==> config.mk <==
export PLATFORM = sky130hd
export DESIGN_NAME = mst_wr_driver
export DESIGN_NICKNAME = d
export VERILOG_FILES = /design/src/rtl/mst_wr_pkg.sv /design/src/rtl/wr_align_check.sv /design/src/rtl/wr_lane_replicate.sv /design/src/rtl/wr_phase_ctrl.sv /design/src/rtl/mst_wr_driver.sv
export SDC_FILE = /design/constraint.sdc
export NUM_CORES = 1
export LEC_CHECK = 0
export BUFFER_PORTS_ARGS = -buffer_cell sky130_fd_sc_hd__buf_2
export CORE_MARGIN = 1.5
export CORE_UTILIZATION = 30
export DETAILED_ROUTE_END_ITERATION = 8
export GPL_TIMING_DRIVEN = 0
export PLACE_DENSITY = 0.54
export SLEW_MARGIN = 25
export SYNTH_ARGS = -nofsm -noshare
export SYNTH_HDL_FRONTEND = slang
export SYNTH_SLANG_ARGS = --single-unit
==> constraint.sdc <==
create_clock -name clk -period 1.7 [get_ports clk]
set_input_delay 0.17 -clock clk [delete_from_list [all_inputs] [get_ports clk]]
set_output_delay 0.17 -clock clk [all_outputs]
set_load 0.05 [all_outputs]
==> src/rtl/mst_wr_pkg.sv <==
package mst_wr_pkg;
  typedef enum logic [1:0] {
    PH_IDLE = 2'b00,
    PH_ADDR = 2'b01,
    PH_DATA = 2'b10
  } phase_t;

  localparam logic [1:0] TRANS_IDLE   = 2'b00;
  localparam logic [1:0] TRANS_NONSEQ = 2'b10;
  localparam logic [1:0] RESP_OKAY    = 2'b00;
  localparam logic [1:0] RESP_ERROR   = 2'b01;
endpackage

==> src/rtl/wr_align_check.sv <==
module wr_align_check #(
  parameter int ADDR_W = 32,
  parameter int LANES  = 4
) (
  input  logic [ADDR_W-1:0] addr,
  input  logic [1:0]        size,
  output logic              legal
);
  localparam int MAX_SIZE = $clog2(LANES);

  logic [ADDR_W-1:0] low_mask;

  always_comb begin
    low_mask = ({{(ADDR_W-1){1'b0}}, 1'b1} << size) - 1'b1;
    legal    = (int'(size) <= MAX_SIZE) && ((addr & low_mask) == '0);
  end
endmodule

==> src/rtl/wr_lane_replicate.sv <==
module wr_lane_replicate #(
  parameter int LANES = 4
) (
  input  logic [LANES*8-1:0] data_in,
  input  logic [1:0]         size,
  output logic [LANES*8-1:0] data_out
);
  localparam int LW = (LANES > 1) ? $clog2(LANES) : 1;

  logic [LW-1:0] lane_mask;

  always_comb lane_mask = LW'((32'd1 << size) - 32'd1);

  for (genvar g = 0; g < LANES; g++) begin : g_lane
    logic [LW-1:0] src;
    assign src = LW'(g) & lane_mask;
    assign data_out[g*8 +: 8] = data_in[src*8 +: 8];
  end
endmodule

==> src/rtl/wr_phase_ctrl.sv <==
module wr_phase_ctrl
  import mst_wr_pkg::*;
(
  input  logic       clk,
  input  logic       rst_n,
  input  logic       accept,
  input  logic       legal,
  input  logic       hready,
  input  logic [1:0] hresp,
  output phase_t     phase,
  output logic       idle,
  output logic       done,
  output logic [1:0] status
);
  always_ff @(posedge clk or negedge rst_n) begin
    if (!rst_n) begin
      phase  <= PH_IDLE;
      done   <= 1'b0;
      status <= RESP_OKAY;
    end else begin
      done <= 1'b0;
      unique case (phase)
        PH_IDLE: begin
          if (accept) begin
            if (legal) begin
              phase <= PH_ADDR;
            end else begin
              done   <= 1'b1;
              status <= RESP_ERROR;
            end
          end
        end
        PH_ADDR: if (hready) phase <= PH_DATA;
        PH_DATA: begin
          if (hready) begin
            phase  <= PH_IDLE;
            done   <= 1'b1;
            status <= hresp;
          end
        end
        default: phase <= PH_IDLE;
      endcase
    end
  end

  assign idle = (phase == PH_IDLE);
endmodule

==> src/rtl/mst_wr_driver.sv <==
module mst_wr_driver
  import mst_wr_pkg::*;
#(
  parameter int ADDR_W = 32,
  parameter int DATA_W = 32
) (
  input  logic              clk,
  input  logic              rst_n,
  input  logic              req_valid,
  output logic              req_ready,
  input  logic [ADDR_W-1:0] req_addr,
  input  logic [1:0]        req_size,
  input  logic [DATA_W-1:0] req_data,
  output logic [ADDR_W-1:0] haddr,
  output logic [1:0]        htrans,
  output logic              hwrite,
  output logic [2:0]        hsize,
  output logic [DATA_W-1:0] hwdata,
  input  logic              hready,
  input  logic [1:0]        hresp,
  output logic              done,
  output logic [1:0]        status
);
  localparam int LANES = DATA_W / 8;

  phase_t            phase;
  logic              idle;
  logic              accept;
  logic              legal;
  logic              in_data;
  logic [ADDR_W-1:0] addr_q;
  logic [1:0]        size_q;
  logic [DATA_W-1:0] data_q;

  assign req_ready = idle;
  assign accept    = req_valid & idle;

  wr_align_check #(.ADDR_W(ADDR_W), .LANES(LANES)) u_align (
    .addr  (req_addr),
    .size  (req_size),
    .legal (legal)
  );

  wr_phase_ctrl u_ctrl (
    .clk    (clk),
    .rst_n  (rst_n),
    .accept (accept),
    .legal  (legal),
    .hready (hready),
    .hresp  (hresp),
    .phase  (phase),
    .idle   (idle),
    .done   (done),
    .status (status)
  );

  // Request fields are captured only for transfers that reach the bus.
  always_ff @(posedge clk or negedge rst_n) begin
    if (!rst_n) begin
      addr_q <= '0;
      size_q <= '0;
      data_q <= '0;
    end else if (accept && legal) begin
      addr_q <= req_addr;
      size_q <= req_size;
      data_q <= req_data;
    end
  end

  wr_lane_replicate #(.LANES(LANES)) u_rep (
    .data_in  (data_q),
    .size     (size_q),
    .data_out (hwdata)
  );

  assign in_data = (phase == PH_DATA);
  assign haddr   = addr_q;
  assign htrans  = (phase == PH_ADDR) ? TRANS_NONSEQ : TRANS_IDLE;
  assign hwrite  = (phase == PH_ADDR);
  assign hsize   = {1'b0, size_q};
endmodule

# [After elaboration in Yosys (flattened, before gate mapping)]
# Index checks and enable logic that the tools add are counted.
[totals] inputBits=72 reg_bits=71 output_inout_bits=74
[classes] magnitude_cmp=1 n_reduce_logical=7 n_addsub=2 mux=14 bitwise_logic=2 eq_ne=7 n_shift=5
[ops] operator="indexed part select 32 x 6 -> 8 bit" n=2
[ops] operator="bitwise AND 32 bit" n=1
[ops] operator="logical NOT 32 bit" n=1
[ops] operator="indexed part select 32 x 5 -> 8 bit" n=1
[ops] operator="<< shifter 1 x 2 -> 32 bit (first input constant)" n=1
[ops] operator="subtractor 32 x 1 -> 32 bit (second input constant)" n=1
[ops] operator="two-way mux 2 bit" n=8
[ops] operator="AND reduction 4 bit" n=2
[ops] operator="inequality test 2 x 1 -> 1 bit (second input constant)" n=3
[ops] operator="case mux 2 bit (3 select lines)" n=1
[ops] operator="inequality test 2 bit (second input constant)" n=2
[ops] operator="case mux 2 bit (2 select lines)" n=1
[ops] operator="two-way mux 1 bit" n=3
[ops] operator="equality test 2 x 1 -> 1 bit (second input constant)" n=1
[ops] operator="equality test 2 bit (second input constant)" n=1
[ops] operator="less-or-equal comparator 2 bit (second input constant)" n=1
[ops] operator="logical AND 1 bit" n=2
[ops] operator="logical NOT 2 bit" n=1
[ops] operator="case mux 1 bit (2 select lines)" n=1
[ops] operator="nonzero test 2 bit" n=1
[ops] operator="<< shifter 1 x 2 -> 2 bit (first input constant)" n=1
[ops] operator="subtractor 2 x 1 -> 2 bit (second input constant)" n=1
[ops] operator="bitwise AND 1 bit" n=1

# [Logic depth before layout (Yosys ltp)]
# Gate-level depths: netlist of the first run.
[depth] depth_word=8 mapped_depth=10

# [Cells and area by module]
# Synthesis of the first run repeated with hierarchy kept, for this count alone.
[hier_totals] hier_cells=230 hier_area_um2=3402.0
[by_module_without_submodules] mod="mst_wr_driver" instances=1 area_per_inst_um2=2655.0 cells_each=146
[by_module_without_submodules] mod="wr_lane_replicate" instances=1 area_per_inst_um2=464.2 cells_each=53
[by_module_without_submodules] mod="wr_phase_ctrl" instances=1 area_per_inst_um2=212.7 cells_each=20
[by_module_without_submodules] mod="wr_align_check" instances=1 area_per_inst_um2=70.1 cells_each=11

# [Worst setup path before layout of the first run]
# OpenSTA, ideal clock, no wires.
[synth_timing] kind="reg2out" from="reg size_q[1]" to="out hwdata[24]" slack_ns=-0.638 stages_incl_launch_ff=5 t_required_ns=1.530 path_buffers=1 arrival_time_ns=2.168 path_cell_list="dfrtp_1 clkbuf_1 nor2_1 mux2_2 mux2_2"
[synth_between] elab_chain_len=3
[synth_rtl] item="start: declaration" line_no="mst_wr_driver.sv:32" rtl="logic [1:0] size_q;"
[synth_rtl] item="start signal: assignment" line_no="mst_wr_driver.sv:65" rtl="size_q <= req_size;"
[synth_rtl] item="<< shifter 1 x 2 -> 2 bit" line_no="wr_lane_replicate.sv:12" rtl="always_comb lane_mask = LW'((32'd1 << size) - 32'd1);"
[synth_rtl] item="subtractor 2 x 1 -> 2 bit" line_no="wr_lane_replicate.sv:12"
[synth_rtl] item="indexed part select 32 x 6 -> 8 bit" line_no="wr_lane_replicate.sv:17" rtl="assign data_out[g*8 +: 8] = data_in[src*8 +: 8];"
[synth_rtl] item="end: declaration" line_no="mst_wr_driver.sv:18" rtl="output logic [DATA_W-1:0] hwdata,"
# Every way passes these cells.

# [Worst setup path in the final report of the first run]
[layout_timing] from="reg size_q[1]" to="out hwdata[30]"
# Same word-level chain as after synthesis.

==> impl_metrics.csv, run 1 <==
group,metric,value,unit
floorplan,die_h,108,um
logic_synthesis,synth_top_family_by_area,"multiplexers",
detailed_routing,routed_wirelength,8.95,mm
power,peakVddDrop,1.18,mV
clocking,cts.sinks,71,
timing,max_freq,509,MHz
logic_synthesis,synth_top_area_share,54.2,%
timing,final-setup-viol-count,86,
detailed_routing,first_iter_violations,58,
placed_design,io_buffers,143,
global_route,overflow,0,
setup_path,r2r_end,"haddr[5]$_DFFE_PN0P_",
clocking,h-tree-depth,3,
timing,tightest_slew,0.511,ns
hold_path,whs_endpoint,"u_ctrl.status[0]$_DFFE_PN0P_",
floorplan,die_area,11600,um2
power,leakage,2.70,nW
logic_synthesis,synth-simple-area-share,3.89,%
logic_synthesis,ys_types,25,
clocking,clock_latency,0.34,ns
hold_path,hold_path_class,"in2reg",
logic_synthesis,yosysTopAreaCell,"dfrtp_1",
setup_path,crit_path_max_incr_delay,0.43,ns
setup_path,worstPathRequired,1.53,ns
run_status,violations,"setup timing",
setup_path,worstPathCellList,"nor2_4, buf_12, mux2_4, mux2_4, buf_8",
final_layout,drive_gt1_share,75.4,%
final_layout,fin_area,5270,um2
setup_path,cp.arrival,1.79,ns
detailed_routing,wl_per_cell,16.5,um
floorplan,ios,146,
global_route,grt_pass1_vias,2535,
setup_path,crit_top_cell,"mux2_4",
global_route,grt_max_degree,39,
setup_path,critPathTopFamily,"multiplexers",
power,power_density,2150,nW/um2
final_layout,final_net_count,476,
logic_synthesis,syn_area_per_cell,15.0,um2
floorplan,rows,37,
timing,slew_headroom,65.9,%
timing,rsz0062_at_grt,"yes",
timing,slew_violations,0,
floorplan,start_util,31.3,%
timing,hold-worst-slack,0.0565,ns
placed_design,placed_cell_area,4330,um2
logic_synthesis,synthTopCellsByArea,"dfrtp_1, mux2_2, mux2_4",
detailed_routing,vias,2437,
timing,skew,0.00949,ns
clocking,clockBufferDepth,2,
setup_path,cp-start-kind,"flip-flop",
clocking,cts_tree,"yes",
logic_synthesis,synth.area.mux_share,34.5,%
timing,fin_ws,-0.264,ns
logic_synthesis,synth-compound-area-share,1.45,%
timing,fin_crit_sh,116,%
setup_path,path_class,"reg2out",
final_layout,diodes,0,
logic_synthesis,synthArstFlopShare,100,%
detailed_routing,via_per_inst,4.49,
logic_synthesis,yosysWarnings,0,
setup_path,critPathBufInv,2,
global_route,grt_pass1_wl,13.8,mm
run,drv_cap,0,
hold_path,hold-path-cell-count,3,
logic_synthesis,synth_ff_type,"dfrtp_1",
clocking,cts.clk_slew.worst_paths,0.07,ns
detailed_routing,final_antenna_net_count,0,
setup_path,worstPathMaxFanout,8,
global_route,antenna_found_initial,0,
detailed_routing,route.detailed.drc,0,
setup_path,rrSetupSlack,0.20,ns
final_layout,mostFrequentLayoutCells,"buf_2, dfrtp_1, mux2_4",
placed_design,dp_slack,-0.585,ns
logic_synthesis,ys_seq_elements,71,
setup_path,r2r_cells,5,
logic_synthesis,synth_area,3280,um2
logic_synthesis,synth_cells,219,
setup_path,rr_startpoint,"u_ctrl.phase[0]$_DFFE_PN0P_",
run_status,status,"finished, violations left",
timing,finalHoldViolCount,0,
logic_synthesis,synth_fa_ha_area_share,0.763,%
timing,min_period,1.96,ns
logic_synthesis,synthXorXnorAreaFrac,0,%
final_layout,final_common_cell,"buf_2",
hold_path,min_from,"hresp[0]",
setup_path,slowest_stage,"dfrtp_2",
global_route,track_usage,16.0,%
setup_path,crit_path_end_kind,"output port",
clocking,cts_root_buf,"clkbuf_8",
clocking,numCtsBuffers,9,
floorplan,die_width,108,um
detailed_routing,firstDrtPassIters,4,
placed_design,place.detailed.hpwl,6.03,mm
logic_synthesis,synth_edf_count,0,
placed_design,gp_congestion,0.798,
final_layout,area_delta_synth_final,60.7,%
logic_synthesis,ys_seq_area_share,54.2,%
floorplan,coreArea,10500,um2
layer usage:
layer | wire length, um | global-route usage [%] | share of wire, %
met1 | 3910 | 20.8 | 44
met2 | 4560 | 26.3 | 51
met3 | 313 | 2.85 | 3.5
met4 | 170 | 6.20 | 1.9
met5 | 0 | 0 | 0
power by group:
part / leakage, nW / switching (W) / total [W] / internal (W)
Combinational: 1.74 / 0.00419 / 0.00710 / 0.00291
Clock: 0.104 / 0.000625 / 0.00145 / 0.000825
Sequential: 0.852 / 0.000395 / 0.00276 / 0.00236
kinds of logic after synthesis:
group	count (synthesis)
flip-flops	71
buffers and inverters	24
adder cells (fa/ha/maj)	2
AO/OA/AOI/OAI	6
AND/OR/NAND/NOR	24
multiplexers	91
other	1
cell usage after synthesis (3+ instances only):
master and number:
nand2_1 5, nor2_1 4, buf_4 11, buf_6 4
inv_1 4, buf_2 3, mux2_4 29, mux2_2 61
dfrtp_1 71, o21ai_0 3, nor4_1 4, nand2b_1 4
tightest hold or removal path: stages:
cell	delay, ns
buf_2	0.07
mux2i_1	0.05
nand2_1	0.06
registers in the layout, summed over array words and instances (netlist names):
| register | cells |
|---|---|
| u_ctrl.done | 1 |
| u_ctrl.phase | 2 |
| size_q | 2 |
| data_q | 32 |
| u_ctrl.status | 2 |
| haddr | 32 |
layout make-up:
cell class	count	area [um2]
Inverter	4	15.0
Timing Repair Buffer	173	1350
Buffer	18	228
Clock buffer	12	135
Tap cell	136	170
Fill cell	966	5190
Multi-Input combinational cell	125	1520
Sequential cell	71	1780
Clock inverter	4	70.1
stage by stage:
| stage | cells | total power [W] | setup TNS [ns] | utilization [%] |
|---|---|---|---|---|
| final | 543 | 0.0113 | -10.50 | 50.3 |
| after global placement | 499 | 0.00872 | -34.73 | 41.2 |
| after detailed placement | 500 | 0.00877 | -35.01 | 41.4 |
| after CTS | 537 | 0.0111 | -11.95 | 49.4 |
| after floorplan | 220 | 0.00754 | -7.43 | - |
| after global routing | 543 | 0.0118 | -16.01 | 50.3 |
timing repair:
action | CTS | global route
endpoints found under the hold margin | 37 | 0
pin swaps | 5 | 9
resized for setup | 86 | 23
hold buffers | 1 | 0
cloned | 7 | 0
buffers inserted | 14 | 8
endpoints found under the setup margin | 88 | 90
worst max path at each step:
stage                                   to  cells past startpoint  slack, ns                   from
floorplan                       hwdata[24]                      4      -0.24  size_q[1]$_DFFE_PN0P_
global placement    data_q[29]$_DFFE_PN0P_                      9      -0.56            req_size[1]
detailed placement    haddr[5]$_DFFE_PN0P_                      9      -0.58            req_size[1]
CTS                             hwdata[31]                      6      -0.37  size_q[1]$_DFFE_PN0P_
global route                    hwdata[30]                      5      -0.32  size_q[1]$_DFFE_PN0P_
finish                          hwdata[30]                      5      -0.26  size_q[1]$_DFFE_PN0P_
Power figures use the tool's default switching activity.
==> run 2: changes to the inputs <==
- SETUP_SLACK_MARGIN: default -> 0.02
==> run 2 against run 1 <==
- the run still ends with setup timing left
- non-clock buffer count fell by 1
- power grew 2.7%
- flip-flop and latch count unchanged
- count of clock-buffer cells in the layout shrank 2
- maximum frequency decreased by 2.2%
- via count unchanged
- worst hold slack worse by 0.017 ns
- clock skew is essentially flat
- sequential power about the same
- sequential share of layout area is 0.25 points lower
- critical endpoint is now hwdata[28]
- highest routed layer unchanged
==> impl_metrics.csv, run 2 (synthesized netlist as in run 1, its figures left out) <==
group,metric,value,unit
setup_path,crit_path_end_kind,"output port",
power,switching_share,45.7,%
floorplan,rows,37,
clocking,cts_tree,"yes",
timing,final-setup-viol-count,89,
clocking,clock_latency,0.34,ns
timing,rsz0062_at_grt,"yes",
global_route,grt_pass1_vias,2624,
setup_path,r2r_cells,5,
detailed_routing,wl_met2,4.57,mm
timing,slew_headroom,66.4,%
global_route,overflow,0,
timing,fin_crit_sh,118,%
setup_path,crit_top_cell,"mux2_4",
power,leakage,2.71,nW
global_route,track_usage,16.3,%
final_layout,final_net_count,475,
power,comb_power_share,63.0,%
power,power.total,0.0116,W
setup_path,worstPathCellList,"nor2_4, buf_12, mux2_4, mux2_4, buf_8",
final_layout,multi_input_area,1510,um2
detailed_routing,routed.top_layer,"met4",
detailed_routing,route.detailed.drc,0,
placed_design,gp_congestion,0.795,
final_layout,layout.cells.non_filler,541,
setup_path,cp-start-kind,"flip-flop",
floorplan,start_util,31.3,%
global_route,antenna_found_initial,0,
final_layout,mostFrequentLayoutCells,"buf_2, dfrtp_1, mux2_4",
floorplan,coreArea,10500,um2
setup_path,worstPathMaxFanout,8,
timing,min_period,2.01,ns
power,peakVddDrop,1.28,mV
setup_path,cp.arrival,1.84,ns
detailed_routing,vias,2437,
final_layout,area_delta_synth_final,61.9,%
global_route,grt_max_degree,39,
placed_design,placed_cell_area,4340,um2
setup_path,rr_startpoint,"u_ctrl.phase[0]$_DFFE_PN0P_",
setup_path,rrSetupSlack,0.21,ns
global_route,grt_pass1_wl,14.1,mm
detailed_routing,met3_length,400,um
final_layout,fin_area,5310,um2
timing,fin_ws,-0.308,ns
clocking,h-tree-depth,3,
detailed_routing,first_iter_violations,52,
run_status,violations,"setup timing",
clocking,clockBufferDepth,2,
setup_path,worstPathRequired,1.53,ns
timing,slew_violations,0,
run,drv_cap,0,
clocking,numCtsBuffers,9,
run_status,status,"finished, violations left",
clocking,cts.sinks,71,
power,switching_power,0.00531,W
setup_path,slowest_stage,"dfrtp_2",
clocking,cts_root_buf,"clkbuf_8",
setup_path,path_class,"reg2out",
clocking,cts.clk_slew.worst_paths,0.08,ns
floorplan,die_area,11600,um2
setup_path,crit_path_max_incr_delay,0.45,ns
hold_path,hold-path-cell-count,2,
hold_path,hold_path_class,"in2reg",
timing,max_freq,498,MHz
power,p_seq_share,23.9,%
timing,finalHoldViolCount,0,
final_layout,final_common_cell,"buf_2",
placed_design,place.detailed.hpwl,6.09,mm
power,intPower,0.00631,W
hold_path,whs_endpoint,"u_ctrl.phase[0]$_DFFE_PN0P_",
detailed_routing,via_per_inst,4.50,
setup_path,critPathBufInv,2,
setup_path,cp_num_cells,5,
placed_design,place_inst,500,
setup_path,r2r_end,"data_q[28]$_DFFE_PN0P_",
final_layout,final_util,50.7,%
placed_design,io_buffers,143,
detailed_routing,wl_met1,3.94,mm
floorplan,die_h,108,um
final_layout,drive_gt1_share,76.5,%
detailed_routing,routed_wirelength,9.09,mm
final_layout,fillCellCount,963,
placed_design,dp_slack,-0.595,ns
setup_path,critPathTopFamily,"multiplexers",
hold_path,min_from,"hready",
detailed_routing,firstDrtPassIters,4,
detailed_routing,final_antenna_net_count,0,
final_layout,diodes,0,
detailed_routing,wl_per_cell,16.8,um
power,clkPwrFrac,13.1,%
power,power_density,2190,nW/um2
floorplan,ios,146,
final_layout,ff_latch_area,1780,um2
timing,tightest_slew,0.504,ns
floorplan,die_width,108,um
timing,skew,0.00911,ns
[run 2: final cells by class]
| class | count | share of cell area, % |
|---|---|---|
| Inverter | 4 | 0.330 |
| Clock buffer | 10 | 2.59 |
| Multi-Input combinational cell | 125 | 28.5 |
| Sequential cell | 71 | 33.5 |
| Timing Repair Buffer | 171 | 25.7 |
| Clock inverter | 5 | 1.53 |
| Tap cell | 136 | 3.21 |
| Buffer | 19 | 4.67 |
[run 2: per-layer routing]
layer  global-route usage [%]  vias up
met5                        0        -
met4                     5.55        0
met3                     3.87       15
met2                     26.7       72
met1                     21.1     1219
li1                         -     1131
[run 2: worst max-delay path by stage]
stage | start | endpoint | slack [ns]
5_1_grt | size_q[1]$_DFFE_PN0P_ | hwdata[30] | -0.37
4_1_cts | size_q[1]$_DFFE_PN0P_ | hwdata[28] | -0.40
2_1_floorplan | size_q[1]$_DFFE_PN0P_ | hwdata[24] | -0.24
3_5_place_dp | req_size[1] | haddr[5]$_DFFE_PN0P_ | -0.59
6_report | size_q[1]$_DFFE_PN0P_ | hwdata[28] | -0.31
3_3_place_gp | req_size[1] | data_q[29]$_DFFE_PN0P_ | -0.58
[run 2: timing repair]
item | in CTS | in global routing
endpoints found under the setup margin | 88 | 90
resized for setup | 93 | 22
hold buffers | 1 | 0
cloned | 7 | 0
pin swaps | 7 | 7
endpoints found under the hold margin | 37 | 0
setup buffers | 13 | 6
[run 2: stage by stage]
stage,hold WS (ns),setup TNS [ns]
after detailed placement,0.180,-35.23
after global placement,0.390,-37.81
after CTS,0.0299,-10.97
after global routing,0.0270,-14.76
after floorplan,-0.126,-7.71
final,0.0393,-9.83
[run 2: power groups by stage]
| stage | Sequential (W) | Combinational, W | Clock, W |
|---|---|---|---|
| floorplan | 0.00396 | 0.00358 | 0 |
| global placement | 0.00276 | 0.00595 | 0 |
| detailed placement | 0.00279 | 0.00598 | 0 |
| CTS | 0.00277 | 0.00707 | 0.00159 |
| global route | 0.00287 | 0.00760 | 0.00166 |
| finish | 0.00278 | 0.00732 | 0.00152 |
